[src/rtl/iqf_pkg.sv]
package iqf_pkg;
  typedef enum logic [1:0] {
    IQF_SYNC   = 2'b00,
    IQF_QUAL   = 2'b01,
    IQF_BYP_A  = 2'b10,
    IQF_BYP_B  = 2'b11
  } iqf_mode_e;
endpackage

[src/rtl/iqf_sync.sv]
module iqf_sync #(
  parameter int   STAGES  = 2,
  parameter logic RST_VAL = 1'b0
) (
  input  logic clk,
  input  logic rst_n,
  input  logic d,
  output logic q
);
  logic [STAGES-1:0] chain;

  always_ff @(posedge clk or negedge rst_n) begin
    if (!rst_n) chain <= {STAGES{RST_VAL}};
    else        chain <= {chain[STAGES-2:0], d};
  end

  assign q = chain[STAGES-1];
endmodule

[src/rtl/iqf_prescale.sv]
module iqf_prescale #(
  parameter int PERIOD_W = 8
) (
  input  logic                clk,
  input  logic                rst_n,
  input  logic [PERIOD_W-1:0] period_k,
  output logic                strobe
);
  localparam int CNT_W = PERIOD_W + 1;

  logic [CNT_W-1:0] cnt;
  logic [CNT_W-1:0] limit;

  // n = 1 for k = 0, otherwise n = 2k; limit is n - 1
  always_comb begin
    if (period_k == '0) limit = '0;
    else                limit = ({1'b0, period_k} << 1) - CNT_W'(1);
  end

  assign strobe = (cnt >= limit);

  always_ff @(posedge clk or negedge rst_n) begin
    if (!rst_n)      cnt <= '0;
    else if (strobe) cnt <= '0;
    else             cnt <= cnt + CNT_W'(1);
  end

  // counter stays inside the programmed period while k is steady
  p_cnt_in_range_r3: assert property (@(posedge clk) disable iff (!rst_n)
    $stable(period_k) |-> (cnt <= limit));

  // with n >= 2 two strobes never come back to back
  p_strobe_gap_r3: assert property (@(posedge clk) disable iff (!rst_n)
    (strobe && period_k != '0 && $stable(period_k))
      |=> (!strobe || !$stable(period_k)));
endmodule

[src/rtl/iqf_history.sv]
module iqf_history #(
  parameter int   HIST_D  = 6,
  parameter int   M_LO    = 3,
  parameter logic RST_VAL = 1'b0
) (
  input  logic clk,
  input  logic rst_n,
  input  logic strobe,
  input  logic sample,
  input  logic six,
  output logic qout
);
  logic [HIST_D-1:0] hist;
  logic [HIST_D-1:0] hist_nxt;
  logic [HIST_D-1:0] mask;
  logic              all_hi;
  logic              all_lo;

  // window of samples taking part in the vote
  always_comb begin
    for (int i = 0; i < HIST_D; i++) mask[i] = (i < M_LO) || six;
  end

  assign hist_nxt = {hist[HIST_D-2:0], sample};
  assign all_hi   = ((hist_nxt & mask) == mask);
  assign all_lo   = ((hist_nxt & mask) == '0);

  always_ff @(posedge clk or negedge rst_n) begin
    if (!rst_n) begin
      hist <= {HIST_D{RST_VAL}};
      qout <= RST_VAL;
    end else if (strobe) begin
      hist <= hist_nxt;
      if (all_hi)      qout <= 1'b1;
      else if (all_lo) qout <= 1'b0;
    end
  end

  // without a strobe the qualified level never moves
  p_hold_no_strobe_r7: assert property (@(posedge clk) disable iff (!rst_n)
    !strobe |=> $stable(qout));

  // a new level is only taken when every voting sample shows it
  p_change_agrees_r5: assert property (@(posedge clk) disable iff (!rst_n)
    (qout != $past(qout)) |->
      ((hist & $past(mask)) == ($past(mask) & {HIST_D{qout}})));
endmodule

[src/rtl/iqf_top.sv]
module iqf_top
  import iqf_pkg::*;
#(
  parameter int   PERIOD_W    = 8,
  parameter int   HIST_D      = 6,
  parameter int   M_LO        = 3,
  parameter int   SYNC_STAGES = 2,
  parameter logic RST_VAL     = 1'b0
) (
  input  logic                clk,
  input  logic                rst_n,
  input  logic                pin_in,
  input  logic [1:0]          mode,
  input  logic [PERIOD_W-1:0] period_k,
  input  logic                six_samples,
  output logic                pin_out
);
  iqf_mode_e mode_e;
  logic      sync_q;
  logic      strobe;
  logic      qual_q;

  assign mode_e = iqf_mode_e'(mode);

  iqf_sync #(.STAGES(SYNC_STAGES), .RST_VAL(RST_VAL)) u_sync (
    .clk(clk), .rst_n(rst_n), .d(pin_in), .q(sync_q));

  iqf_prescale #(.PERIOD_W(PERIOD_W)) u_presc (
    .clk(clk), .rst_n(rst_n), .period_k(period_k), .strobe(strobe));

  iqf_history #(.HIST_D(HIST_D), .M_LO(M_LO), .RST_VAL(RST_VAL)) u_hist (
    .clk(clk), .rst_n(rst_n), .strobe(strobe), .sample(sync_q),
    .six(six_samples), .qout(qual_q));

  always_comb begin
    case (mode_e)
      IQF_SYNC: pin_out = sync_q;
      IQF_QUAL: pin_out = qual_q;
      default:  pin_out = pin_in;
    endcase
  end

  // cycles since reset, used only to keep the delay check inside that window
  logic [1:0] age;
  always_ff @(posedge clk or negedge rst_n) begin
    if (!rst_n)          age <= '0;
    else if (age != 2'd3) age <= age + 2'd1;
  end

  // synchronise-only output is the pin two edges earlier
  p_sync_delay_r1: assert property (@(posedge clk) disable iff (!rst_n)
    (age >= 2'd2 && mode == 2'b00) |-> (pin_out == $past(pin_in, 2)));
endmodule

[config.mk]
export PLATFORM = sky130hd
export DESIGN_NAME = iqf_top
export DESIGN_NICKNAME = d
export VERILOG_FILES = /design/src/rtl/iqf_pkg.sv /design/src/rtl/iqf_sync.sv /design/src/rtl/iqf_prescale.sv /design/src/rtl/iqf_history.sv /design/src/rtl/iqf_top.sv
export SDC_FILE = /design/constraint.sdc
export NUM_CORES = 1
export LEC_CHECK = 0
export BUFFER_PORTS_ARGS = -buffer_cell sky130_fd_sc_hd__buf_2
export CORE_MARGIN = 4
export CORE_UTILIZATION = 42
export CTS_CLUSTER_DIAMETER = 60
export CTS_CLUSTER_SIZE = 8
export DETAILED_ROUTE_END_ITERATION = 10
export PLACE_DENSITY = 0.6
export REMOVE_ABC_BUFFERS = 1
export SLEW_MARGIN = 20
export SYNTH_ARGS = -nofsm -noshare
export SYNTH_HDL_FRONTEND = slang
export SYNTH_SLANG_ARGS = --single-unit
[constraint.sdc]
create_clock -name clk -period 2.9 [get_ports clk]
set_clock_uncertainty 0.05 [all_clocks]
set_input_delay 0.58 -clock clk [delete_from_list [all_inputs] [get_ports clk]]
set_output_delay 0.58 -clock clk [all_outputs]
set_load 0.02 [all_outputs]
[Word-level counts from Yosys, hierarchy flattened]
Cells that the tools add are included.
W data, S select, Z words.
Cells by class
  order comparisons: 1
  mux-type cells: 5
  add/subtract/negate cells: 2
  bitwise logic cells: 1
  reduce and logical (&&, ||, !) cells: 5
  eq/ne operators: 2
Operator list (count)
  $mux W9: 2
  $add A9 B1 Y9 const B: 1
  $ge A9 B9 Y1: 1
  $sub A9 B1 Y9 const B: 1
  $logic_not A8 Y1: 1
  $and A6 B6 Y6: 1
  $eq A6 B6 Y1: 1
  $logic_not A6 Y1: 1
  $eq A2 B1 Y1 const B: 1
  $logic_not A2 Y1: 1
  $mux W1: 2
  $pmux W1 S2: 1
  $reduce_and A2 Y1: 1
  $reduce_bool A2 Y1: 1
Storage, ports and cells
  input bits: 14
  flip-flop bits (word level): 17
  output and inout port bits: 1
  word-level logic and storage cells: 20

[Depth between registers and ports, before layout]
Gate-level depths: netlist of the first run.
  depth in word-level cells: 4
  mapped depth: 14
  depth with buffers taken out: 12

[Modules after synthesis]
Synthesis of the first run repeated with hierarchy kept, for this count alone.
Second synthesis, totals
  cells, all modules: 113
  area, all modules: 1143.6 um2
By module, submodules not included
  iqf_prescale: cells each 89, instances 1, seq. area each 225.2 um2, area an instance 798.3 um2
  iqf_history: cells each 19, instances 1, seq. area each 150.1 um2, area an instance 276.5 um2
  iqf_sync: cells each 2, instances 1, seq. area each 50.0 um2, area an instance 50.0 um2
  iqf_top: cells each 3, instances 1, seq. area each 0.0 um2, area an instance 18.8 um2

[Least setup slack after synthesis of the first run]
No wires, ideal clock.
  path type: input port to flip-flop
  start: in period_k[3]
  end: reg u_hist.qout
  arrival: 2.490 ns
  cell stages on the path: 13
  setup time: 0.126 ns
  slack: 0.234 ns
  path through: nor3_1 > nand2b_1 > nor2_1 > nand3b_1 > nand2b_1 > ha_1 > a21oi_2 > o21ai_1 > a21oi_2 > nand2b_1 > buf_6 > buf_8 > a221o_1
On the way
  word-level cells in the longest chain between the ends: 4
Ends and longest elaborated chain
  from (decl): RTL line iqf_top.sv:14  | input logic [PERIOD_W-1:0] period_k,
  $sub A9 B1 Y9 or $logic_not A8 Y1 (tied branches): RTL line iqf_prescale.sv:17, iqf_prescale.sv:16
  $mux W9 (*): RTL line iqf_prescale.sv:16  | if (period_k == '0) limit = '0;
  $ge A9 B9 Y1 (*): RTL line iqf_prescale.sv:20  | assign strobe = (cnt >= limit);
  $reduce_and A2 Y1 (no line) (*)
  to (signal assigned): RTL line iqf_history.sv:31  | qout <= RST_VAL;
  to (signal assigned): RTL line iqf_history.sv:34  | if (all_hi) qout <= 1'b1;
  to (signal assigned): RTL line iqf_history.sv:35  | else if (all_lo) qout <= 1'b0;
  to (decl): RTL line iqf_history.sv:11  | output logic qout
Mark *: on every way between the ends. The rest lies on a longest branch, timed or not.
A chain may end at the register's enable or synchronous reset.

[Final worst setup path of the first run]
  start: in period_k[0]
  end: reg u_presc.cnt[5]
On the way
  word-level cells in the longest chain between the ends: 4
Ends and longest elaborated chain
  $sub A9 B1 Y9 or $logic_not A8 Y1 (tied branches): RTL line iqf_prescale.sv:17, iqf_prescale.sv:16
  $mux W9 (*): RTL line iqf_prescale.sv:16
  $ge A9 B9 Y1 (*): RTL line iqf_prescale.sv:20
  $mux W9 (*): RTL line iqf_prescale.sv:24  | else if (strobe) cnt <= '0;
  to (signal assigned): RTL line iqf_prescale.sv:25  | else cnt <= cnt + CNT_W'(1);
  to (decl): RTL line iqf_prescale.sv:11  | logic [CNT_W-1:0] cnt;
Marks and branches as above.

==> results.py, run 1 <==
metrics = {
    "placed_design": {
        "dp.cells": 161,
        "gp_congestion": 0.784,
        "placedInstanceArea_sq_mm": 0.00120,
        "io_buffers": 14,
        "dp_hpwl_um": 1560,
    },
    "floorplan": {
        "start_util_pct": 44.0,
        "coreArea_sq_mm": 0.00250,
        "die_area_sq_mm": 0.00350,
        "die-width_um": 59.2,
        "fp.dieH_um": 59.2,
        "ios": 15,
        "placementRows": 18,
    },
    "timing": {
        "fin_crit_ps": 2620,
        "finalSetupViolCount": 0,
        "rsz0062_at_grt": "no",
        "tightest_slew_ps": 362,
        "drv_slew": 0,
        "fmax_mhz": 381,
        "hold_viol_final": 0,
        "period_share_pct": 90.5,
        "relSlewSlack_pct": 75.9,
    },
    "global_routing": {
        "grtUsageTotal_pct": 12.6,
        "grt_pass1_vias": 845,
        "grt_max_degree": 18,
        "antenna_found_initial": 0,
        "grt_first_pass_wirelength_um": 3450,
        "grt_overflow": 0,
    },
    "power_and_ir_drop": {
        "p_sw_share_pct": 36.8,
        "cellLeakagePower_nw": 0.627,
        "irDropWorstVdd_mv": 0.547,
        "power_frac_clock_pct": 13.9,
        "switching_power_mw": 0.320,
        "p_int_mw": 0.548,
        "combPwrFrac_pct": 38.6,
        "p_seq_share_pct": 47.6,
        "powerDensity_mw_per_mm2": 700,
    },
    "detailed_routing": {
        "first_pass_iters": 4,
        "vias": 795,
        "drtIter0Drc": 20,
        "wl_um": 1890,
        "final_antenna_net_count": 0,
        "drc": 0,
        "vias_per_cell": 4.79,
        "wl_per_cell_um": 11.4,
    },
    "worst_setup_path": {
        "cp.required_ps": 3030,
        "cp-startpoint": "period_k[0]",
        "crit_path_start_kind": "input pin",
        "r2r-start": "u_presc.cnt[6]",
        "critPathCaptureType": "flop",
        "critPathKind": "in -> reg",
        "crit_arrival_ps": 2750,
        "crit_path_max_fanout": 9,
    },
    "job": {
        "maxCapViolCount": 0,
    },
    "cts": {
        "cts_root_buffer": "clkbuf_4",
        "clkLatencyLatePin_ps": 280,
        "clk_transition_reported_paths_ps": 90,
        "cts_buffers": 3,
        "htreeDepth": 1,
        "cts_hold_buf": 0,
        "cts.sinks": 17,
        "clockBufferDepth": 2,
        "cts_tree": "done",
    },
    "synth": {
        "synthCells": 116,
        "ys_types": 25,
        "ys.warnings.count": 0,
        "synth_area_sq_mm": 0.00110,
        "synth_seq_cells": 17,
        "ys_seq_area_share_pct": 38.6,
        "synth_area_per_cell_sq_um": 9.49,
    },
    "cells_and_area": {
        "area_growth_pct": 12.6,
        "insertedDiodeCount": 0,
        "fin_area_sq_mm": 0.00124,
        "final_cells": 166,
        "final-seq-area_sq_um": 425,
        "fillers": 249,
        "drive_above_1_share_pct": 22.1,
        "multi_input_area_sq_um": 627,
        "final_nets": 163,
    },
    "run_status": {
        "status": "completed",
    },
    "min_path": {
        "worstHoldPathType": "in -> async",
    },
}
==> layout by cell type, fill, tap and decap left out <==
master    count
clkinv_2      1
buf_2        14
buf_4         4
o21ai_0       2
nand3b_1      1
mux2_2        5
nand2_1      14
and2b_2       1
xor2_1        8
nor3_1        4
o31ai_1       1
nand3_1       5
dfrtp_1      17
clkbuf_4      3
nor2b_1       1
ha_1         12
mux2i_1       2
nand4_1       2
a21oi_2       2
nand2b_1      3
o21ai_1       1
and4_1        1
a221o_1       1
inv_1         6
xnor2_1       4
nor2_1       16
a21oi_1       5
==> worst paths after layout <==
check / end / slack [ps] / depth (start not counted)
max in group asynchronous: u_presc.cnt[4] / 2390 / 1
min in group clk: u_sync.chain[1] / 310 / 0
max reg2reg: u_presc.cnt[5] / 960 / 7
max: u_presc.cnt[5] / 280 / 14
min reg2reg: u_sync.chain[1] / 310 / 0
min: u_sync.chain[1] / 140 / 1
==> cell families (layout without fill, tap and decap cells) <==
family / after synthesis / in the layout / synth area share, %
xor+xnor: 12 / 12 / 9.55
compound gates: 12 / 12 / 6.82
simple gates: 48 / 48 / 20.0
mux: 7 / 7 / 6.93
flops: 17 / 17 / 38.6
buf+inv: 8 / 28 / 4.43
fa+ha+maj: 12 / 12 / 13.6
==> synthesized netlist by cell type <==
library cell  count  area (sq um)
mux2_2            5          56.3
a21oi_1           5          25.0
ha_1             12           150
buf_8             1          15.0
a221o_1           1          10.0
nor2b_1           1          6.26
xnor2_1           4          35.0
a21oi_2           2          17.5
inv_1             6          22.5
nor3_1            4          20.0
o31ai_1           1          7.51
dfrtp_1          17           425
nor2_1           16          60.1
o21ai_1           1          5.00
nand2_1          14          52.6
buf_6             1          11.3
xor2_1            8          70.1
o21ai_0           2          10.0
and4_1            1          8.76
nand3_1           5          25.0
and2b_2           1          8.76
nand3b_1          1          7.51
nand4_1           2          12.5
mux2i_1           2          20.0
nand2b_1          3          18.8
==> per-stage QoR <==
step	hold slack, ps	util, %	TNS (ps)	power (mW)	setup slack [ps]
6_report	143	49.6	0	0.868	277
5_1_grt	150	49.6	0	0.962	18.1
4_1_cts	152	49.3	0	0.882	193
3_5_place_dp	295	48.2	-662	0.757	-116
3_3_place_gp	286	48.2	-180	0.745	-66.6
2_1_floorplan	234	-	0	0.660	220
==> area by class of cell <==
class	instances	share of cell area, %
well taps	30	3.03
clock inverters	1	0.404
clock buffers	3	1.82
inverters	6	1.82
multi-input cells	91	50.6
flip-flops and latches	17	34.3
repair buffers	18	8.07
==> sequential cells by signal, summed over array words and instances, names as in the netlist <==
signal / cells
u_hist.qout: 1
u_sync.chain: 2
u_presc.cnt: 9
u_hist.hist: 5
==> power groups by stage <==
stage / clock (mW) / combinational, mW / sequential, mW
2_1_floorplan: 0 / 0.263 / 0.396
3_3_place_gp: 0 / 0.330 / 0.415
3_5_place_dp: 0 / 0.339 / 0.418
4_1_cts: 0.125 / 0.343 / 0.414
5_1_grt: 0.138 / 0.391 / 0.433
6_report: 0.120 / 0.335 / 0.413
==> metal layers <==
| layer | share of wire (%) | track usage, % | vias to the layer above |
|---|---|---|---|
| met4 | 0.63 | 3.88 | 0 |
| met3 | 4.3 | 1.31 | 2 |
| met5 | 0 | 0 | - |
| li1 | - | - | 433 |
| met1 | 46 | 15.8 | 347 |
| met2 | 49 | 22.6 | 13 |
==> critical path, stage by stage <==
cell	delay, ps
buf_2	110
inv_1	90
ha_1	190
inv_1	70
nor2_1	130
xor2_1	160
nand2_1	80
ha_1	290
nand4_1	140
nor2_1	160
a21oi_2	90
nand2b_1	240
buf_4	220
and2b_2	210
==> repair_timing <==
action                                  in CTS  in global routing
endpoints found under the setup margin       0                 15
resized for setup                            0                  0
buffers inserted                             0                  1
(Power assumes the default switching activity.)
==> run 2, diff against run 1 <==
Settings changed: GPL_TIMING_DRIVEN set to 0, SYNTH_HIERARCHICAL set to 1.
==> results.py, run 2 <==
metrics = {
    "run_status": {
        "status": "completed",
    },
    "global_routing": {
        "grt_first_pass_wirelength_um": 3330,
        "antenna_found_initial": 0,
        "grt_overflow": 0,
        "grtUsageTotal_pct": 12.1,
        "grt_max_degree": 18,
        "grt_pass1_vias": 798,
    },
    "cells_and_area": {
        "area_growth_pct": 16.4,
        "reg_top3": "u_presc/cnt: 9 flops, u_hist/hist: 5 flops, u_sync/chain: 2 flops",
        "largest_register_ffs": 9,
        "fillers": 237,
        "regMostFlops": "u_presc/cnt",
        "insertedDiodeCount": 0,
        "final_common_cell": "dfrtp_1",
        "layout_common_cells": "dfrtp_1 (17), nand2_1 (15), buf_2 (14)",
        "fin_util_pct": 52.3,
        "drive_above_1_share_pct": 27.4,
        "final_nets": 162,
    },
    "worst_setup_path": {
        "cp.required_ps": 3030,
        "crit_path_max_fanout": 7,
        "r2r_end": "u_hist/qout",
        "r2r-start": "u_presc/cnt[0]",
        "r2r_setup_slack_ps": 760,
        "crit_path_start_kind": "input pin",
        "critPathKind": "in -> reg",
        "crit_arrival_ps": 2810,
        "r2r_cells": 9,
        "critPathCaptureType": "flop",
    },
    "timing": {
        "tightest_slew_ps": 392,
        "fmax_mhz": 373,
        "period_share_pct": 92.4,
        "relSlewSlack_pct": 73.7,
        "finalSetupViolCount": 0,
        "drv_slew": 0,
        "rsz0062_at_grt": "no",
        "fin_crit_ps": 2680,
        "hold_viol_final": 0,
    },
    "cts": {
        "cts_tree": "done",
        "cts_buffers": 3,
        "clkLatencyLatePin_ps": 280,
        "cts.sinks": 17,
        "htreeDepth": 1,
        "cts_root_buffer": "clkbuf_4",
        "clockBufferDepth": 2,
        "clk_transition_reported_paths_ps": 90,
    },
    "detailed_routing": {
        "vias": 871,
        "wl_per_cell_um": 12.5,
        "drtIter0Drc": 18,
        "vias_per_cell": 5.28,
        "wl_um": 2060,
        "first_pass_iters": 4,
        "drc": 0,
        "final_antenna_net_count": 0,
    },
    "job": {
        "maxCapViolCount": 0,
    },
    "placed_design": {
        "dp_hpwl_um": 1580,
        "gp_congestion": 0.793,
        "io_buffers": 14,
    },
    "synth": {
        "ys.warnings.count": 6,
        "synth_most_common_cell": "dfrtp_1",
        "synth_common_cells": "dfrtp_1 (17), nand2_1 (15), ha_1 (12)",
        "ys.flop_type": "dfrtp_1",
        "synth_seq_cells": 17,
        "yosys.area.top_type": "dfrtp_1",
        "synth_edf_count": 0,
        "synth_area_per_cell_sq_um": 10.1,
        "synth_area_sq_mm": 0.00114,
        "async_reset_ff_share_pct": 100,
        "ys_types": 26,
        "synthTopCellsByArea": "dfrtp_1 (37%), ha_1 (13%), xnor2_1 (6.1%)",
        "yosys.area.top_type_share_pct": 37.2,
        "synthCells": 113,
        "ys_seq_area_share_pct": 37.2,
    },
    "min_path": {
        "worstHoldPathType": "in -> async",
    },
    "floorplan": {
        "coreArea_sq_mm": 0.00254,
        "fp.dieH_um": 60.2,
        "ios": 15,
        "die-width_um": 60.2,
        "start_util_pct": 44.9,
        "placementRows": 18,
        "die_area_sq_mm": 0.00362,
    },
    "power_and_ir_drop": {
        "finalPower_mw": 0.909,
        "powerDensity_mw_per_mm2": 683,
        "irDropWorstVdd_mv": 0.563,
        "cellLeakagePower_nw": 0.620,
    },
}
run 2: how the worst max path moves through the flow:
stage / start / to / slack (ps) / cells after the start
after global routing: period_k[0] / u_hist/qout / 40 / 14
after detailed placement: period_k[0] / u_hist/qout / -480 / 14
after global placement: period_k[0] / u_hist/qout / -490 / 14
final: period_k[0] / u_hist/qout / 220 / 14
after floorplan: period_k[0] / u_hist/qout / -10 / 13
after CTS: period_k[6] / u_hist/qout / 6 / 11
run 2: through the flow:
step / worst slack, ps / cell area (sq um) / TNS [ps] / hold slack (ps) / std cells
floorplan: -11.3 / 1130 / -11.3 / 234 / 112
global route: 37.1 / 1330 / 0 / 147 / 165
detailed placement: -475 / 1240 / -2350 / 297 / 156
finish: 222 / 1330 / 0 / 141 / 165
CTS: 6.37 / 1280 / 0 / 148 / 160
global placement: -487 / 1240 / -2400 / 284 / 156
run 2: per-layer routing:
metal	wire [um]	share of wire (%)	GRT usage, %	vias to the layer above
met4	0	0	1.27	0
met3	63	3.1	4.54	0
met2	1020	49	19.6	8
met1	984	48	15.9	418
li1	-	-	-	445
met5	0	0	0	-
run 2: logic make-up after synthesis:
group                      share of synthesized area [%]
xor gates and xnor gates                            9.96
and+or+nand+nor                                     18.5
AOI/OAI and AO/OA                                   12.5
adders and majority gates                           13.1
DFF                                                 37.2
buffers and inverters                               2.95
muxes                                               5.80
run 2: layout make-up:
cell class              count  area, sq um  share of cell area [%]
clock buffers               4         26.3                    1.97
multi-input cells          89          712                    53.5
repair buffers             19          108                    8.08
flip-flops and latches     17          425                    32.0
inverters                   6         22.5                    1.69
well taps                  30         37.5                    2.82
run 2: power by group:
group / switching (mW) / total (mW) / internal (mW)
clock: 0.0683 / 0.122 / 0.0534
sequential: 0.0939 / 0.406 / 0.312
combinational: 0.198 / 0.381 / 0.183
run 2: repair_timing:
item | CTS | global route
gates resized for setup | 4 | 2
pin swaps | 1 | 3
hold buffers | 0 | 0
setup endpoints to repair | 6 | 6
buffers inserted | 0 | 5
run 2: critical path: stages:
cell      delay [ps]
buf_2            100
inv_1             90
ha_1             200
nand2b_1          90
nor4_1           230
xor2_1           180
nand2_1           70
ha_1             270
nand2_1          140
o21ai_4          200
a21o_2           200
nor4b_4          210
nand2_1           70
a21o_1           170
==> run 3, diff against run 2 <==
Clock period 2.9 ns to 3 ns, I/O delays scaled along.
==> results.py, run 3 (same netlist as run 2, synthesis figures left out) <==
metrics = {
    "run_status": {
        "status": "completed",
    },
    "global_routing": {
        "top_usage_layer": "met2",
        "grt_overflow": 0,
        "grt_first_pass_wirelength_um": 3280,
        "grt_pass1_vias": 787,
        "grtUsageTotal_pct": 11.9,
        "met1_usage_pct": 15.8,
        "grtUsageMet3_pct": 4.54,
        "grt_max_degree": 18,
        "met2_usage_pct": 19.1,
        "antenna_found_initial": 0,
    },
    "cells_and_area": {
        "largest_register_ffs": 9,
        "final_common_cell": "dfrtp_1",
        "layout_common_cells": "dfrtp_1 (17), nand2_1 (15), buf_2 (14)",
        "fin_util_pct": 51.1,
        "final_nets": 158,
        "drive_above_1_share_pct": 25.2,
        "insertedDiodeCount": 0,
        "area_growth_pct": 13.8,
        "reg_top3": "u_presc/cnt: 9 flops, u_hist/hist: 5 flops, u_sync/chain: 2 flops",
        "regMostFlops": "u_presc/cnt",
    },
    "timing": {
        "hold_viol_final": 0,
        "drv_slew": 0,
        "fmax_mhz": 355,
        "hold_ws_ps": 168,
        "fin_crit_ps": 2820,
        "finalSetupViolCount": 0,
        "relSlewSlack_pct": 74.5,
        "tightest_slew_ps": 379,
        "period_share_pct": 93.9,
    },
    "cts": {
        "clk_transition_reported_paths_ps": 90,
        "cts_root_buffer": "clkbuf_4",
        "htreeDepth": 1,
        "clockBufferDepth": 2,
        "cts_buffers": 3,
        "cts.sinks": 17,
        "clkLatencyLatePin_ps": 280,
        "cts_tree": "done",
    },
    "detailed_routing": {
        "vias_per_cell": 5.29,
        "final_antenna_net_count": 0,
        "wl_um": 2020,
        "first_pass_iters": 4,
        "drtIter0Drc": 11,
        "drc": 0,
        "wl_per_cell_um": 12.5,
        "vias": 852,
    },
    "power_and_ir_drop": {
        "powerDensity_mw_per_mm2": 670,
        "cellLeakagePower_nw": 0.601,
        "irDropWorstVdd_mv": 0.549,
    },
    "placed_design": {
        "io_buffers": 14,
        "gp_congestion": 0.793,
        "dp_hpwl_um": 1580,
    },
    "floorplan": {
        "coreArea_sq_mm": 0.00254,
        "die_area_sq_mm": 0.00362,
        "fp.dieH_um": 60.2,
        "placementRows": 18,
        "die-width_um": 60.2,
        "start_util_pct": 44.9,
        "ios": 15,
    },
    "job": {
        "maxCapViolCount": 0,
    },
    "worst_setup_path": {
        "critPathKind": "in -> reg",
        "crit_path_max_fanout": 10,
        "cp.required_ps": 3130,
        "crit_path_start_kind": "input pin",
        "critPathCaptureType": "flop",
        "crit_arrival_ps": 2950,
    },
    "min_path": {
        "worstHoldPathType": "in -> async",
    },
}
## run 3: metrics by stage
step	setup TNS (ps)	cells	cell area [sq um]	worst slack [ps]	total power, mW
CTS	0	160	1270	42.1	0.858
finish	0	161	1300	182	0.872
floorplan	0	112	1130	68.7	0.644
global route	-17.9	161	1300	-17.9	0.951
global placement	-1920	156	1240	-407	0.716
detailed placement	-1870	156	1240	-395	0.735
## run 3: final cells by class
type / count / area [sq um]
well taps: 30 / 37.5
inverters: 6 / 22.5
multi-input cells: 89 / 712
repair buffers: 15 / 77.6
clock buffers: 4 / 26.3
flip-flops and latches: 17 / 425
fillers: 241 / 1240
## run 3: report_power, final
group | switching, mW | internal, mW
Clock | 0.0653 | 0.0516
Sequential | 0.0910 | 0.302
Combinational | 0.191 | 0.172
Total | 0.347 | 0.525
## run 3: per-layer routing
metal  wire (um)  share of wire, %
met2         973                48
met5           0                 0
met3          59               2.9
met4           0                 0
met1         982                49
## run 3: worst max-delay path, cell delays in order
cell      delay [ps]
buf_2            100
inv_1             80
ha_1             200
nand2b_1          90
nor4_1           230
xor2_1           180
nand2_1           80
ha_1             280
nand2_1          140
nor2_4           250
a21o_2           260
nor4b_4          210
nand2_1           70
a21o_1           170
## run 3: path summary, 6_finish.rpt
kind / start / end / slack [ps] / cells past startpoint
max: period_k[0] / u_hist/qout / 180 / 14
min: rst_n / u_presc/cnt[3] / 170 / 1
max reg2reg: u_presc/cnt[0] / u_hist/qout / 830 / 9
min reg2reg: u_sync/chain[0] / u_sync/chain[1] / 310 / 0
max in group asynchronous: rst_n / u_hist/hist[0] / 2460 / 1
min in group clk: u_sync/chain[0] / u_sync/chain[1] / 310 / 0
## run 3: timing repair
action	CTS	global route
buffers inserted	0	1
endpoints found under the setup margin	6	6
hold buffers	0	0
gates resized for setup	2	4
pin swaps	0	2
